--- src/rtl/iowin_pkg.sv ---
package iowin_pkg;

  localparam int OFF_W           = 4;
  localparam int NUM_UNITS       = 8;

  // region byte addresses
  localparam int CARD_ADDR_A     = 2;
  localparam int CARD_ADDR_B     = 3;
  localparam int IDX_ADDR        = 4;
  localparam int FLAT_XDATA_ADDR = 8;
  localparam int WIN_BASE        = 16;
  localparam int FLAT_H1_FIFO    = 16;
  localparam int FLAT_H1_CTL     = 20;
  localparam int FLAT_H2_FIFO    = 24;
  localparam int FLAT_H2_CTL     = 28;

  // offsets inside an HDLC channel
  localparam int HDLC_FIFO_OFF   = 0;
  localparam int HDLC_CTL_OFF    = 4;

  // page numbers written to the index register
  localparam int PAGE_H1         = 0;
  localparam int PAGE_H2         = 1;
  localparam int PAGE_XFIFO      = 2;
  localparam int PAGE_XLO        = 4;
  localparam int PAGE_XHI        = 6;

  // first transceiver logical register that lives in the high page
  localparam int HIGH_PAGE_FIRST = 'h30;

  typedef enum logic [3:0] {
    TGT_NONE    = 4'd0,
    TGT_CARD    = 4'd1,
    TGT_H1_FIFO = 4'd2,
    TGT_H1_CTL  = 4'd3,
    TGT_H2_FIFO = 4'd4,
    TGT_H2_CTL  = 4'd5,
    TGT_X_LO    = 4'd6,
    TGT_X_HI    = 4'd7,
    TGT_X_FIFO  = 4'd8,
    TGT_INDEX   = 4'd9
  } tgt_e;

  // unit u is selected by target code u+1
  function automatic int unit_width(input int u);
    case (u)
      1, 2, 3, 4: return 32;
      default:    return 8;
    endcase
  endfunction

  function automatic int unit_depth(input int u);
    case (u)
      0:       return 2;
      5, 6:    return 16;
      default: return 1;
    endcase
  endfunction

endpackage

--- src/rtl/iowin_addr_decode.sv ---
module iowin_addr_decode
  import iowin_pkg::*;
#(
  parameter int ADDR_W = 5,
  parameter int IDX_W  = 8
) (
  input  logic              acc_valid,
  input  logic              flat_map,
  input  logic [ADDR_W-1:0] acc_addr,
  input  logic [IDX_W-1:0]  idx_q,
  output tgt_e              tgt,
  output logic [OFF_W-1:0]  off
);

  localparam int WIN_HI_W = ADDR_W - OFF_W;

  logic             in_window;
  logic [OFF_W-1:0] woff;

  assign in_window = (acc_addr[ADDR_W-1:OFF_W] == WIN_HI_W'(WIN_BASE >> OFF_W));
  assign woff      = acc_addr[OFF_W-1:0];

  always_comb begin
    tgt = TGT_NONE;
    off = '0;
    if (acc_valid) begin
      if (acc_addr == ADDR_W'(CARD_ADDR_A) || acc_addr == ADDR_W'(CARD_ADDR_B)) begin
        tgt = TGT_CARD;
        off = woff;
      end else if (acc_addr == ADDR_W'(IDX_ADDR)) begin
        tgt = TGT_INDEX;
      end else if (flat_map) begin
        if (acc_addr == ADDR_W'(FLAT_XDATA_ADDR)) begin
          tgt = (idx_q >= IDX_W'(HIGH_PAGE_FIRST)) ? TGT_X_HI : TGT_X_LO;
          off = idx_q[OFF_W-1:0];
        end else if (acc_addr == ADDR_W'(FLAT_H1_FIFO)) begin
          tgt = TGT_H1_FIFO;
          off = OFF_W'(HDLC_FIFO_OFF);
        end else if (acc_addr == ADDR_W'(FLAT_H1_CTL)) begin
          tgt = TGT_H1_CTL;
          off = OFF_W'(HDLC_CTL_OFF);
        end else if (acc_addr == ADDR_W'(FLAT_H2_FIFO)) begin
          tgt = TGT_H2_FIFO;
          off = OFF_W'(HDLC_FIFO_OFF);
        end else if (acc_addr == ADDR_W'(FLAT_H2_CTL)) begin
          tgt = TGT_H2_CTL;
          off = OFF_W'(HDLC_CTL_OFF);
        end
      end else if (in_window) begin
        if (idx_q == IDX_W'(PAGE_H1)) begin
          if (woff == OFF_W'(HDLC_FIFO_OFF))     tgt = TGT_H1_FIFO;
          else if (woff == OFF_W'(HDLC_CTL_OFF)) tgt = TGT_H1_CTL;
        end else if (idx_q == IDX_W'(PAGE_H2)) begin
          if (woff == OFF_W'(HDLC_FIFO_OFF))     tgt = TGT_H2_FIFO;
          else if (woff == OFF_W'(HDLC_CTL_OFF)) tgt = TGT_H2_CTL;
        end else if (idx_q == IDX_W'(PAGE_XFIFO)) begin
          tgt = TGT_X_FIFO;
        end else if (idx_q == IDX_W'(PAGE_XLO)) begin
          tgt = TGT_X_LO;
        end else if (idx_q == IDX_W'(PAGE_XHI)) begin
          tgt = TGT_X_HI;
        end
        if (tgt != TGT_NONE) off = woff;
      end
    end
  end

endmodule

--- src/rtl/iowin_unit_stub.sv ---
module iowin_unit_stub
  import iowin_pkg::*;
#(
  parameter int UW     = 8,
  parameter int DEPTH  = 1,
  parameter int DATA_W = 32
) (
  input  logic              clk,
  input  logic              rst_n,
  input  logic              wr_en,
  input  logic [OFF_W-1:0]  off,
  input  logic [DATA_W-1:0] wdata,
  output logic [DATA_W-1:0] rdata
);

  logic          unused_bits;
  logic [UW-1:0] rd_val;

  assign unused_bits = ^{off, wdata};

  generate
    if (DEPTH == 1) begin : g_single
      logic [UW-1:0] val_q, val_d;

      always_comb begin
        val_d = val_q;
        if (wr_en) val_d = wdata[UW-1:0];
      end

      always_ff @(posedge clk or negedge rst_n) begin
        if (!rst_n) val_q <= '0;
        else        val_q <= val_d;
      end

      assign rd_val = val_q;
    end else begin : g_array
      localparam int AW = $clog2(DEPTH);
      logic [UW-1:0] mem_q [DEPTH];
      logic [AW-1:0] slot;

      assign slot = off[AW-1:0];

      always_ff @(posedge clk or negedge rst_n) begin
        if (!rst_n) begin
          for (int i = 0; i < DEPTH; i++) mem_q[i] <= '0;
        end else if (wr_en) begin
          mem_q[slot] <= wdata[UW-1:0];
        end
      end

      assign rd_val = mem_q[slot];
    end
  endgenerate

  always_comb begin
    rdata           = '0;
    rdata[UW-1:0]   = rd_val;
  end

endmodule

--- src/rtl/iowin_decoder.sv ---
module iowin_decoder
  import iowin_pkg::*;
#(
  parameter int ADDR_W = 5,
  parameter int DATA_W = 32,
  parameter int IDX_W  = 8
) (
  input  logic              clk,
  input  logic              rst_n,
  input  logic              flat_map,
  input  logic              acc_valid,
  input  logic              acc_write,
  input  logic [ADDR_W-1:0] acc_addr,
  input  logic [DATA_W-1:0] acc_wdata,
  output logic [DATA_W-1:0] acc_rdata,
  output logic [1:0]        hdlc_fifo_stb,
  output logic [1:0]        hdlc_ctl_stb,
  output logic              xcv_lo_stb,
  output logic              xcv_hi_stb,
  output logic              xcv_fifo_stb,
  output logic              card_stb,
  output logic [OFF_W-1:0]  unit_off
);

  tgt_e                 tgt;
  logic [OFF_W-1:0]     off;
  logic [IDX_W-1:0]     idx_q, idx_d;
  logic                 idx_wr;
  logic [NUM_UNITS-1:0] unit_stb;
  logic [NUM_UNITS-1:0] unit_wr;
  logic [DATA_W-1:0]    unit_rd [NUM_UNITS];
  logic [DATA_W-1:0]    rd_mux;

  iowin_addr_decode #(
    .ADDR_W (ADDR_W),
    .IDX_W  (IDX_W)
  ) u_dec (
    .acc_valid (acc_valid),
    .flat_map  (flat_map),
    .acc_addr  (acc_addr),
    .idx_q     (idx_q),
    .tgt       (tgt),
    .off       (off)
  );

  // index register: next state and register
  assign idx_wr = acc_write && (tgt == TGT_INDEX);

  always_comb begin
    idx_d = idx_q;
    if (idx_wr) idx_d = acc_wdata[IDX_W-1:0];
  end

  always_ff @(posedge clk or negedge rst_n) begin
    if (!rst_n) idx_q <= '0;
    else        idx_q <= idx_d;
  end

  // one stub per addressable unit
  generate
    for (genvar u = 0; u < NUM_UNITS; u++) begin : g_unit
      assign unit_stb[u] = (tgt == tgt_e'(u + 1));
      assign unit_wr[u]  = unit_stb[u] & acc_write;

      iowin_unit_stub #(
        .UW     (unit_width(u)),
        .DEPTH  (unit_depth(u)),
        .DATA_W (DATA_W)
      ) u_stub (
        .clk   (clk),
        .rst_n (rst_n),
        .wr_en (unit_wr[u]),
        .off   (off),
        .wdata (acc_wdata),
        .rdata (unit_rd[u])
      );
    end
  endgenerate

  // read data multiplexer; unmapped reads float high
  always_comb begin
    rd_mux = '1;
    if (tgt == TGT_INDEX) begin
      rd_mux             = '0;
      rd_mux[IDX_W-1:0]  = idx_q;
    end
    for (int u = 0; u < NUM_UNITS; u++) begin
      if (unit_stb[u]) rd_mux = unit_rd[u];
    end
  end

  assign acc_rdata     = rd_mux;
  assign card_stb      = unit_stb[0];
  assign hdlc_fifo_stb = {unit_stb[3], unit_stb[1]};
  assign hdlc_ctl_stb  = {unit_stb[4], unit_stb[2]};
  assign xcv_lo_stb    = unit_stb[5];
  assign xcv_hi_stb    = unit_stb[6];
  assign xcv_fifo_stb  = unit_stb[7];
  assign unit_off      = off;

  // checks
  AST_ONE_STROBE: assert property (@(posedge clk) disable iff (!rst_n)
    $onehot0({hdlc_fifo_stb, hdlc_ctl_stb, xcv_lo_stb, xcv_hi_stb, xcv_fifo_stb, card_stb}));

  AST_STROBE_NEEDS_ACCESS: assert property (@(posedge clk) disable iff (!rst_n)
    (|{hdlc_fifo_stb, hdlc_ctl_stb, xcv_lo_stb, xcv_hi_stb, xcv_fifo_stb, card_stb}) |-> acc_valid);

  AST_INDEX_LOAD: assert property (@(posedge clk) disable iff (!rst_n)
    (acc_valid && acc_write && acc_addr == ADDR_W'(IDX_ADDR)) |=> (idx_q == $past(acc_wdata[IDX_W-1:0])));

  AST_INDEX_HOLD: assert property (@(posedge clk) disable iff (!rst_n)
    !(acc_valid && acc_write && acc_addr == ADDR_W'(IDX_ADDR)) |=> $stable(idx_q));

  AST_UNMAPPED_ONES: assert property (@(posedge clk) disable iff (!rst_n)
    (acc_valid && unit_stb == '0 && tgt != TGT_INDEX) |-> (acc_rdata == '1));

  AST_FLAT_CH2_FIFO: assert property (@(posedge clk) disable iff (!rst_n)
    (acc_valid && flat_map && acc_addr == ADDR_W'(FLAT_H2_FIFO)) |-> hdlc_fifo_stb[1]);

  AST_FLAT_HIGH_PAGE: assert property (@(posedge clk) disable iff (!rst_n)
    (acc_valid && flat_map && acc_addr == ADDR_W'(FLAT_XDATA_ADDR) &&
     idx_q >= IDX_W'(HIGH_PAGE_FIRST)) |-> xcv_hi_stb);

endmodule

--- config.mk ---
export PLATFORM = sky130hd
export DESIGN_NAME = iowin_decoder
export DESIGN_NICKNAME = d
export VERILOG_FILES = /design/src/rtl/iowin_pkg.sv /design/src/rtl/iowin_addr_decode.sv /design/src/rtl/iowin_unit_stub.sv /design/src/rtl/iowin_decoder.sv
export SDC_FILE = /design/constraint.sdc
export NUM_CORES = 1
export LEC_CHECK = 0
export BUFFER_PORTS_ARGS = -buffer_cell sky130_fd_sc_hd__buf_2
export CAP_MARGIN = 20
export CORE_MARGIN = 1
export CORE_UTILIZATION = 30
export DETAILED_ROUTE_END_ITERATION = 16
export GPL_TIMING_DRIVEN = 0
export SETUP_SLACK_MARGIN = 0.1
export SYNTH_ARGS = -nofsm -noshare
export SYNTH_HDL_FRONTEND = slang
export SYNTH_SLANG_ARGS = --single-unit
--- constraint.sdc ---
create_clock -name clk -period 2.9 [get_ports clk]
set_clock_uncertainty 0.05 [all_clocks]
set_input_delay 0.29 -clock clk [delete_from_list [all_inputs] [get_ports clk]]
set_output_delay 0.29 -clock clk [all_outputs]
set_load 0.01 [all_outputs]
# Word level (Yosys, flattened, before mapping)
# Index checks and enable logic that the tools add are counted.
totals:
  mem_bits_rw: 0
  mem_count: 0
  latchBits: 0
  reg_bits: 416
  mem_bits_ro: 0
  wordCells: 145
op_classes:
  shifts: 0
  n_lt_le_gt_ge: 5
  div: 0
  mux: 61
  bitwise_logic: 10
  addsub: 0
  reduce_logical: 7
  multipliers: 0
  n_eq_ne: 22
op_table:
  columns: ["op", "n"]
  rows:
  - ["32-bit 2-to-1 mux", 9]
  - ["128-bit bitwise mux", 2]
  - ["4-bit 2-to-1 mux", 30]
  - ["8-bit 2-to-1 mux", 9]
  - ["8-bit binary-select mux with 4-bit select", 2]
  - ["8-bit demux with 4-bit select", 1]
  - ["4-bit by 3-bit equality test with 1-bit output, second input constant", 5]
  - ["5-bit equality test, second input constant", 4]
  - ["16-bit bitwise mux", 1]
  - ["8-bit by 3-bit equality test with 1-bit output, second input constant", 2]
  - ["3-bit 2-to-1 mux", 4]
  - ["5-bit by 2-bit equality test with 1-bit output, second input constant", 2]
  - ["1-bit AND", 8]
  - ["8-bit demux with 1-bit select", 1]
  - ["4-bit by 2-bit equality test with 1-bit output, second input constant", 2]
  - ["4-bit equality test, second input constant", 2]
  - ["8-bit by 1-bit equality test with 1-bit output, second input constant", 1]
  - ["8-bit by 2-bit equality test with 1-bit output, second input constant", 1]
  - ["8-bit by 6-bit greater-or-equal comparator with 1-bit output, second input constant", 1]
  - ["8-bit logical NOT", 1]
  - ["5-bit by 3-bit equality test with 1-bit output, second input constant", 1]
  - ["5-bit by 4-bit equality test with 1-bit output, second input constant", 1]
  - ["5-bit greater-or-equal comparator, second input constant", 1]
  - ["5-bit by 1-bit < comparator with 1-bit output, second input constant", 1]
  - ["11 further kinds", 13]

# Longest topological paths before layout
# Gate-level depths: netlist (run 1).
depth:
  depth_word: 30
  depth_mapped: 13

# Cells and area by module
# From an unflattened synthesis (run 1), not the netlist that was laid out.
unflattened:
  hier_cells: 1696
  hier_area_um2: 22694.3
by_module_without_submodules:
  columns: ["module", "area_each_um2", "cells_each", "instances"]
  rows:
  - ["iowin_unit_stub (g_unit[5].u_stub ...)", 6167.2, 393, 2]
  - ["iowin_unit_stub (g_unit[1].u_stub ...)", 1345.0, 68, 4]
  - ["iowin_decoder", 3134.3, 465, 1]
  - ["iowin_unit_stub (g_unit[0].u_stub)", 930.9, 69, 1]
  - ["iowin_unit_stub (g_unit[7].u_stub)", 515.5, 42, 1]
  - ["iowin_addr_decode", 399.1, 62, 1]

# Least setup slack after synthesis (run 1)
# No wires, ideal clock.
synth_path:
  path_kind: "register to output"
  startpoint: "register idx_q[1]"
  endpoint: "output acc_rdata[3]"
  arrival_ns: 2.622
  setup_slack_ns: -0.062
  required_time_ns: 2.560
  path_stages_with_launch: 11
  cell_sequence: "dfrtp_1 buf_6 or4_1 o22ai_2 a31oi_2 nor2_1 nand2_1 clkbuf_1 a311oi_1 o31ai_1 a211oi_1"
synth_between:
  elab_cells_between_ends: 60
synth_rtl:
  columns: ["element", "line", "rtl"]
  rows:
  - ["start, declared", "iowin_decoder.sv:27", "logic [IDX_W-1:0] idx_q, idx_d;"]
  - ["start signal, assigned", "iowin_decoder.sv:56", "else idx_q <= idx_d;"]
  - ["8-bit by 3-bit equality test with 1-bit output", "iowin_addr_decode.sv:60", "end else if (idx_q == IDX_W'(PAGE_XHI)) begin"]
  - ["3-bit 2-to-1 mux", "iowin_addr_decode.sv:60", null]
  - ["4-bit 2-to-1 mux", "iowin_addr_decode.sv:58", "end else if (idx_q == IDX_W'(PAGE_XLO)) begin"]
  - ["4-bit 2-to-1 mux", "iowin_addr_decode.sv:56", "end else if (idx_q == IDX_W'(PAGE_XFIFO)) begin"]
  - ["4-bit 2-to-1 mux", "iowin_addr_decode.sv:53", "end else if (idx_q == IDX_W'(PAGE_H2)) begin"]
  - ["4-bit 2-to-1 mux (*)", "iowin_addr_decode.sv:50", "if (idx_q == IDX_W'(PAGE_H1)) begin"]
  - ["4-bit 2-to-1 mux (*)", "iowin_addr_decode.sv:49", "end else if (in_window) begin"]
  - ["4-bit 2-to-1 mux (*)", "iowin_addr_decode.sv:32", "end else if (flat_map) begin"]
  - ["(+8 left out)", null, null]
  - ["4-bit 2-to-1 mux (*)", "iowin_addr_decode.sv:27", "if (acc_addr == ADDR_W'(CARD_ADDR_A) || acc_addr == ADDR_W'(CARD_ADDR_B)) begin"]
  - ["4-bit 2-to-1 mux (*)", "iowin_addr_decode.sv:26", "if (acc_valid) begin"]
  - ["named net unit_off[3]", "iowin_decoder.sv:22", "output logic [OFF_W-1:0] unit_off"]
  - ["4-bit inverter with 5-bit output (implied by the code) (*)", "iowin_unit_stub.sv:51", "assign rd_val = mem_q[slot];"]
  - ["8-bit binary-select mux with 4-bit select", "iowin_unit_stub.sv:51", null]
  - ["8-bit 2-to-1 mux (implied by the code) (2 in series)", "iowin_unit_stub.sv:51", null]
  - ["32-bit 2-to-1 mux", "iowin_decoder.sv:88", "if (unit_stb[u]) rd_mux = unit_rd[u];"]
  - ["32-bit 2-to-1 mux (*) (2 in series)", "iowin_decoder.sv:88", null]
  - ["end, declared", "iowin_decoder.sv:15", "output logic [DATA_W-1:0] acc_rdata,"]
# The timed path passes the listed nets; every way through them passes the cells marked *. The select of a mux whose other input is x is not followed.

# Worst setup path after layout (run 1)
layout_path:
  startpoint: "register idx_q[4]"
  endpoint: "output acc_rdata[6]"
layout_between:
  elab_chain_len: 30
  elab_cells_between_ends: 59
layout_rtl:
  columns: ["element", "line", "rtl"]
  rows:
  - ["8-bit by 3-bit equality test with 1-bit output", "iowin_addr_decode.sv:60", null]
  - ["3-bit 2-to-1 mux", "iowin_addr_decode.sv:60", null]
  - ["4-bit 2-to-1 mux", "iowin_addr_decode.sv:58", null]
  - ["4-bit 2-to-1 mux", "iowin_addr_decode.sv:56", null]
  - ["4-bit 2-to-1 mux", "iowin_addr_decode.sv:53", null]
  - ["4-bit 2-to-1 mux", "iowin_addr_decode.sv:50", null]
  - ["4-bit 2-to-1 mux", "iowin_addr_decode.sv:49", null]
  - ["4-bit 2-to-1 mux", "iowin_addr_decode.sv:32", null]
  - ["(+6 left out)", null, null]
  - ["4-bit 2-to-1 mux", "iowin_addr_decode.sv:32", null]
  - ["4-bit 2-to-1 mux", "iowin_addr_decode.sv:30", "end else if (acc_addr == ADDR_W'(IDX_ADDR)) begin"]
  - ["4-bit 2-to-1 mux", "iowin_addr_decode.sv:27", null]
  - ["4-bit 2-to-1 mux", "iowin_addr_decode.sv:26", null]
  - ["1-bit inverter with 2-bit output (implied by the code)", "iowin_unit_stub.sv:51", null]
  - ["8-bit 2-to-1 mux (implied by the code) (3 in series)", "iowin_unit_stub.sv:51", null]
  - ["32-bit 2-to-1 mux (7 in series)", "iowin_decoder.sv:88", null]
  - ["32-bit 2-to-1 mux (*)", "iowin_decoder.sv:88", null]
# Mark *: on every way between the ends. The rest lies on a longest branch, timed or not. The select of a mux whose other input is x is not followed.

==> results.yml, run 1 <==
run_status:
  outcome: "finished with violations"
  violations: "negative setup slack"
pwr:
  vdd.ir_drop.worst_mv: 0.353
  power_frac_seq: 0.469
  powerDensity_mw_per_mm2: 492
  power.leakage_nw: 12.4
  power_frac_comb: 0.092
  power_switching_mw: 3.27
  pwr-share-clk: 0.438
  swShare: 0.245
  p_int_mw: 10.1
cts:
  cts_buffers: 42
  clock-sinks: 416
  root_buffer: "clkbuf_16"
  clk_latency_ns: 0.56
  cts_max_path_buffers: 3
  path_clk_slew_ns: 0.07
  htree_levels: 2
  cts_tree: "built"
finish:
  layout-drive-gt1-share: 0.514
  areaGrowthSynthToFinish_pct: 32.8
  instances_no_fill: 2790
  fin_nets: 1928
  final_cell_area_mm2: 0.0271
  fillCellCount: 6034
detailed_routing:
  drt_wl_total_um: 72100
  wl_met1_um: 28900
  drtIter0Drc: 1525
  ant_nets: 0
  drc: 0
  vias_per_cell: 5.56
  wire_per_inst_um: 25.9
  firstDrtPassIters: 7
  highest_layer: "met5"
  wl_met3_um: 5390
  via_count: 15500
  wl_met2_um: 33800
synth:
  ys.flop_type: "dfrtp_1"
  ys_seq_elements: 416
  ys_seq_area_frac: 0.511
  synth_warnings: 0
  syn_area_mm2: 0.0204
  ys_types: 87
  synth_cells: 1605
  synthArstFlopShare: 1.00
  synth_edf_count: 0
  avgSynthCellArea_um2: 12.7
  synth_nets: 1647
timing:
  slew_violations: 0
  tns_ns: -87.63
  rsz0062_at_grt: "true"
  max_freq_ghz: 0.239
  min_period_ns: 4.18
  hold_ws_ns: 0.248
  timing.final.ws_setup_ns: -1.28
  tightest_slew_ns: 1.20
  final_hold_viol_count: 0
  slew_headroom: 0.193
  setup_viol: 363
  fin_crit_sh: 1.44
setup_path:
  crit_slowest_cell: "o41ai_2"
  ff2ff_path_depth: 13
  crit_arrival_ns: 3.84
  critPathCaptureType: "primary output"
  worst_setup_path_start_kind: "flop"
  cpPeakStageDelay_ns: 0.57
  cp_cell_sequence: "nor4_4 -> and4_1 -> buf_6 -> nor2_4 -> buf_12 -> buf_12 -> buf_4 -> and3_1 -> nor4_2 -> o22ai_1 -> o41ai_2 -> a21boi_2 -> buf_2"
  worstPathRequired_ns: 2.56
  crit_type: "reg2out"
  crit_top_cell: "buf_12"
  crit_path_max_fanout: 10
place:
  dp_hpwl_um: 45800
  dp_cells: 2556
  port_buffers: 75
  place_congestion: 0.927
  placed_area_mm2: 0.0220
floorplanning:
  start_util: 0.303
  die_area_mm2: 0.0689
  num_rows: 95
  die_width_um: 263
  die_h_um: 263
  ios: 86
  core_area_mm2: 0.0672
flow_run:
  max_cap_viol_count: 0
global_route:
  grt.overflow.total: 0
  grt_max_degree: 121
  grt_first_pass_wirelength_um: 104000
  grt_util_all_layers: 0.199
  antenna_found_initial: 4
  grt_pass1_vias: 15700
worst_hold_path:
  min_path_cells: 2
  hold_path_class: "in2reg"
cells by family after synthesis:
| group | Yosys count | synth area share |
|---|---|---|
| and+or+nand+nor | 308 | 0.0933 |
| AOI/OAI and AO/OA | 298 | 0.104 |
| DFF | 416 | 0.511 |
| muxes | 453 | 0.260 |
| buffers and inverters | 130 | 0.0309 |
cell usage in the layout, fill, tap and decap left out, drive strengths merged, types with 5 or more instances in the layout:
master and n:
inv 7, nor2b 7, o21ai 52, nor3 14, dfrtp 416, a222oi 10, o22ai 14, clkinv 8
mux2i 6, a221oi 7, bufinv 6, mux2 447, a22oi 25, o31a 8, nand4 12, buf 278
nor3b 5, dlygate4sd3 25, and3 22, a31oi 6, clkbuf 116, nand2 128, o221ai 29, a211oi 14
nor2 75, nand3 24, a311oi 14, a21oi 67
Yosys cell counts, types with 4 or more instances:
master	count	area share
mux2_2	340	0.19
a222oi_1	10	0.0049
clkbuf_1	56	0.010
and3_1	22	0.0068
nand4_4	6	0.0063
a311oi_1	14	0.0060
o2bb2ai_1	4	0.0017
nor2_8	8	0.0079
nand4_1	5	0.0015
mux2_4	56	0.041
nand2_1	125	0.023
nor2_1	38	0.0070
o31ai_1	4	0.0015
o32a_1	4	0.0020
o22ai_1	13	0.0040
a21oi_1	67	0.016
mux2_1	51	0.028
nor2b_1	7	0.0022
o21ai_1	4	0.00098
buf_2	41	0.010
a22oi_1	25	0.0092
dfrtp_1	416	0.51
mux2i_1	6	0.0029
a221oi_1	7	0.0030
nor2_2	12	0.0037
o221ai_1	29	0.012
o31a_1	8	0.0034
nor2_4	17	0.0094
buf_1	6	0.0011
a31oi_1	5	0.0015
a211oi_1	14	0.0052
o21ai_0	47	0.012
buf_6	5	0.0028
inv_1	5	0.00092
nor3_1	9	0.0022
nand3_1	24	0.0059
buf_4	14	0.0052
sequential cells by signal, summed over array words and instances, names as in the netlist:
name / cells
g_unit.u_stub.rdata: 128
idx_q: 8
g_unit.u_stub.g_array.mem_q: 272
g_unit.u_stub.g_single.val_q: 8
per-stage QoR:
step / worst slack, ns / total power, mW / utilization
4_1_cts: -1.12 / 13.2 / 0.373
6_report: -1.28 / 13.3 / 0.403
3_5_place_dp: -1.37 / 7.30 / 0.327
3_3_place_gp: -6.63 / 7.24 / 0.326
5_1_grt: -1.35 / 13.7 / 0.403
2_1_floorplan: 0.0242 / 6.83 / -
critical path: cells and delay by family (launching register included):
family | cells | cell delay (ns)
AO/OA/AOI/OAI | 3 | 0.90
flip-flops | 1 | 0.45
buffers and inverters | 5 | 0.83
AND/OR/NAND/NOR | 5 | 1.07
repair_timing:
| item | CTS | global route |
|---|---|---|
| pin swaps | 42 | 58 |
| hold buffers | 25 | 0 |
| gates resized for setup | 208 | 310 |
| endpoints found under the setup margin | 454 | 453 |
| setup buffers | 55 | 78 |
| hold endpoints to repair | 198 | 0 |
| gates cloned | 0 | 4 |
power by group through the flow:
stage	sequential, mW	combinational (mW)	clock [mW]
2_1_floorplan	6.27	0.558	0
3_3_place_gp	6.30	0.944	0
3_5_place_dp	6.31	0.989	0
4_1_cts	6.21	1.11	5.88
5_1_grt	6.28	1.31	6.12
6_report	6.25	1.23	5.84
cell type report:
| type | count | area, um2 | share of cell area |
|---|---|---|---|
| buffer | 121 | 1020 | 0.0376 |
| sequential | 416 | 10400 | 0.385 |
| timing repair buffer | 238 | 2280 | 0.0842 |
| multi-input combinational | 1059 | 10700 | 0.397 |
| inverter | 8 | 50.0 | 0.00185 |
| clock buffer | 60 | 1220 | 0.0450 |
| antenna | 1 | 2.50 | 0.0000925 |
| clock inverter | 14 | 234 | 0.00865 |
| tap | 873 | 1090 | 0.0404 |
path summary, 6_finish.rpt:
kind	slack [ns]	start	to
min reg2reg	0.44	g_unit[4].u_stub.rdata[6]	g_unit[4].u_stub.rdata[6]
max	-1.28	idx_q[4]	acc_rdata[6]
min	0.25	acc_wdata[5]	g_unit[5].u_stub.g_array.mem_q[93]
min in group asynchronous	0.34	rst_n	g_unit[2].u_stub.rdata[22]
max reg2reg	-0.43	idx_q[1]	g_unit[6].u_stub.g_array.mem_q[10]
max in group asynchronous	1.28	rst_n	g_unit[6].u_stub.g_array.mem_q[44]
layer usage:
metal | vias to the layer above | GRT usage
li1 | 6505 | -
met5 | - | 0
met4 | 4 | 0.105
met2 | 715 | 0.323
met1 | 8063 | 0.252
met3 | 235 | 0.0339
Power figures use the tool's default switching activity.
==> run 2: changes to the inputs <==
==> constraint.sdc (replaced) <==
create_clock -name clk -period 2.9 [get_ports clk]
set_clock_uncertainty 0.05 [all_clocks]
set_input_delay 0.29 -clock clk [delete_from_list [all_inputs] [get_ports clk]]
set_output_delay 0.29 -clock clk [all_outputs]
set_load 0.02 [all_outputs]
==> results.yml, run 2 (same netlist as run 1, synthesis figures left out) <==
run_status:
  outcome: "finished with violations"
  violations: "negative setup slack"
global_route:
  grt_max_degree: 119
  grt.overflow.total: 0
  grt_first_pass_wirelength_um: 110000
  grt_util_all_layers: 0.211
  grt_pass1_vias: 16400
  antenna_found_initial: 1
detailed_routing:
  wl_met1_um: 31300
  drtIter0Drc: 1506
  ant_nets: 0
  vias_per_cell: 5.59
  firstDrtPassIters: 5
  drt_wl_total_um: 73900
  via_count: 15700
  wire_per_inst_um: 26.3
  wl_met3_um: 6740
  highest_layer: "met4"
  wl_met2_um: 32400
  drc: 0
setup_path:
  crit_arrival_ns: 3.84
  worst_setup_path_start_kind: "flop"
  critPathCaptureType: "primary output"
  crit_path_max_fanout: 6
  worstPathRequired_ns: 2.56
  crit_type: "reg2out"
  r2r_slack_ns: -0.78
timing:
  setup_viol: 384
  tightest_slew_ns: 1.03
  min_period_ns: 4.18
  timing.final.ws_setup_ns: -1.28
  rsz0062_at_grt: "true"
  slew_headroom: 0.313
  hold_ws_ns: 0.204
  max_freq_ghz: 0.239
  final_hold_viol_count: 0
  fin_crit_sh: 1.44
  tns_ns: -160.57
  slew_violations: 0
cts:
  root_buffer: "clkbuf_16"
  htree_levels: 2
  cts_tree: "built"
  path_clk_slew_ns: 0.06
  clock-sinks: 416
  cts_max_path_buffers: 3
  cts_buffers: 44
  clk_latency_ns: 0.57
finish:
  multi_input_area_mm2: 0.0107
  instances_no_fill: 2807
  top_register: "g_unit.u_stub.g_array.mem_q"
  layout_commonest_cell: "dfrtp_1"
  fin_nets: 1943
  layout-drive-gt1-share: 0.516
  seq_area_mm2: 0.0104
  fillCellCount: 6054
  areaGrowthSynthToFinish_pct: 34.6
  layout_common_cells: "dfrtp_1, mux2_2, nand2_1"
  largest_register_ffs: 272
floorplanning:
  core_area_mm2: 0.0672
  die_h_um: 263
  die_width_um: 263
  ios: 86
  die_area_mm2: 0.0689
  num_rows: 95
  start_util: 0.303
pwr:
  vdd.ir_drop.worst_mv: 0.372
  power.leakage_nw: 12.8
  powerDensity_mw_per_mm2: 489
  fin_total_pwr_mw: 13.4
place:
  place_congestion: 0.918
  dp_cells: 2556
  port_buffers: 75
  dp_slack_ns: -1.54
  dp_hpwl_um: 46400
worst_hold_path:
  hold_path_class: "in2reg"
flow_run:
  max_cap_viol_count: 0
[run 2: path summary, 6_finish.rpt]
path,startpoint,end,depth (start not counted)
worst max-delay path,idx_q[6],acc_rdata[2],13
worst min-delay path,acc_wdata[0],g_unit[5].u_stub.g_array.mem_q[88],2
worst max register to register,idx_q[1],g_unit[6].u_stub.g_array.mem_q[0],17
worst min register to register,g_unit[5].u_stub.g_array.mem_q[58],g_unit[5].u_stub.g_array.mem_q[58],1
max in group asynchronous,rst_n,g_unit[5].u_stub.g_array.mem_q[107],5
min in group asynchronous,rst_n,g_unit[3].u_stub.rdata[27],2
[run 2: what timing repair did]
action / 4_1_cts / 5_1_grt
endpoints found under the hold margin: 201 / 0
resized for setup: 416 / 80
endpoints found under the setup margin: 455 / 446
buffers inserted: 104 / 40
hold buffers: 25 / 0
pin swaps: 89 / 41
cloned: 11 / 0
[run 2: metrics by stage]
step / cell area (um2) / util
3_3_place_gp: 22100 / 0.330
6_report: 27400 / 0.408
4_1_cts: 26800 / 0.398
2_1_floorplan: 20700 / -
3_5_place_dp: 22200 / 0.331
5_1_grt: 27400 / 0.408
[run 2: metal layers]
| metal | vias up | GRT usage |
|---|---|---|
| met3 | 194 | 0.0515 |
| met1 | 8191 | 0.286 |
| met4 | 0 | 0.102 |
| li1 | 6544 | - |
| met5 | - | 0 |
| met2 | 771 | 0.314 |
[run 2: where the power goes]
part	switching, mW	leakage (nW)	internal (mW)
combinational	0.761	6.32	0.589
sequential	0.187	5.72	6.08
clock	2.45	0.715	3.36
total	3.39	12.8	10.0
[run 2: layout make-up]
type | instances | area share
inverters | 8 | 0.00178
flip-flops and latches | 416 | 0.380
well taps | 873 | 0.0398
plain buffers | 121 | 0.0404
clock buffers | 69 | 0.0491
clock inverters | 9 | 0.00397
repair buffers | 251 | 0.0962
diodes | 1 | 0.0000913
multi-input cells | 1059 | 0.389
[run 2: worst max-delay path, stage by stage, from the launching register on]
cell and delay (ns):
dfrtp_1 0.41, nor4_4 0.27, buf_4 0.19, and4_1 0.21
buf_6 0.13, nor2_4 0.06, buf_6 0.15, buf_12 0.14
mux2_4 0.30, a222oi_1 0.52, o21ai_1 0.24, a2111oi_4 0.37
nor3_2 0.07, buf_4 0.18
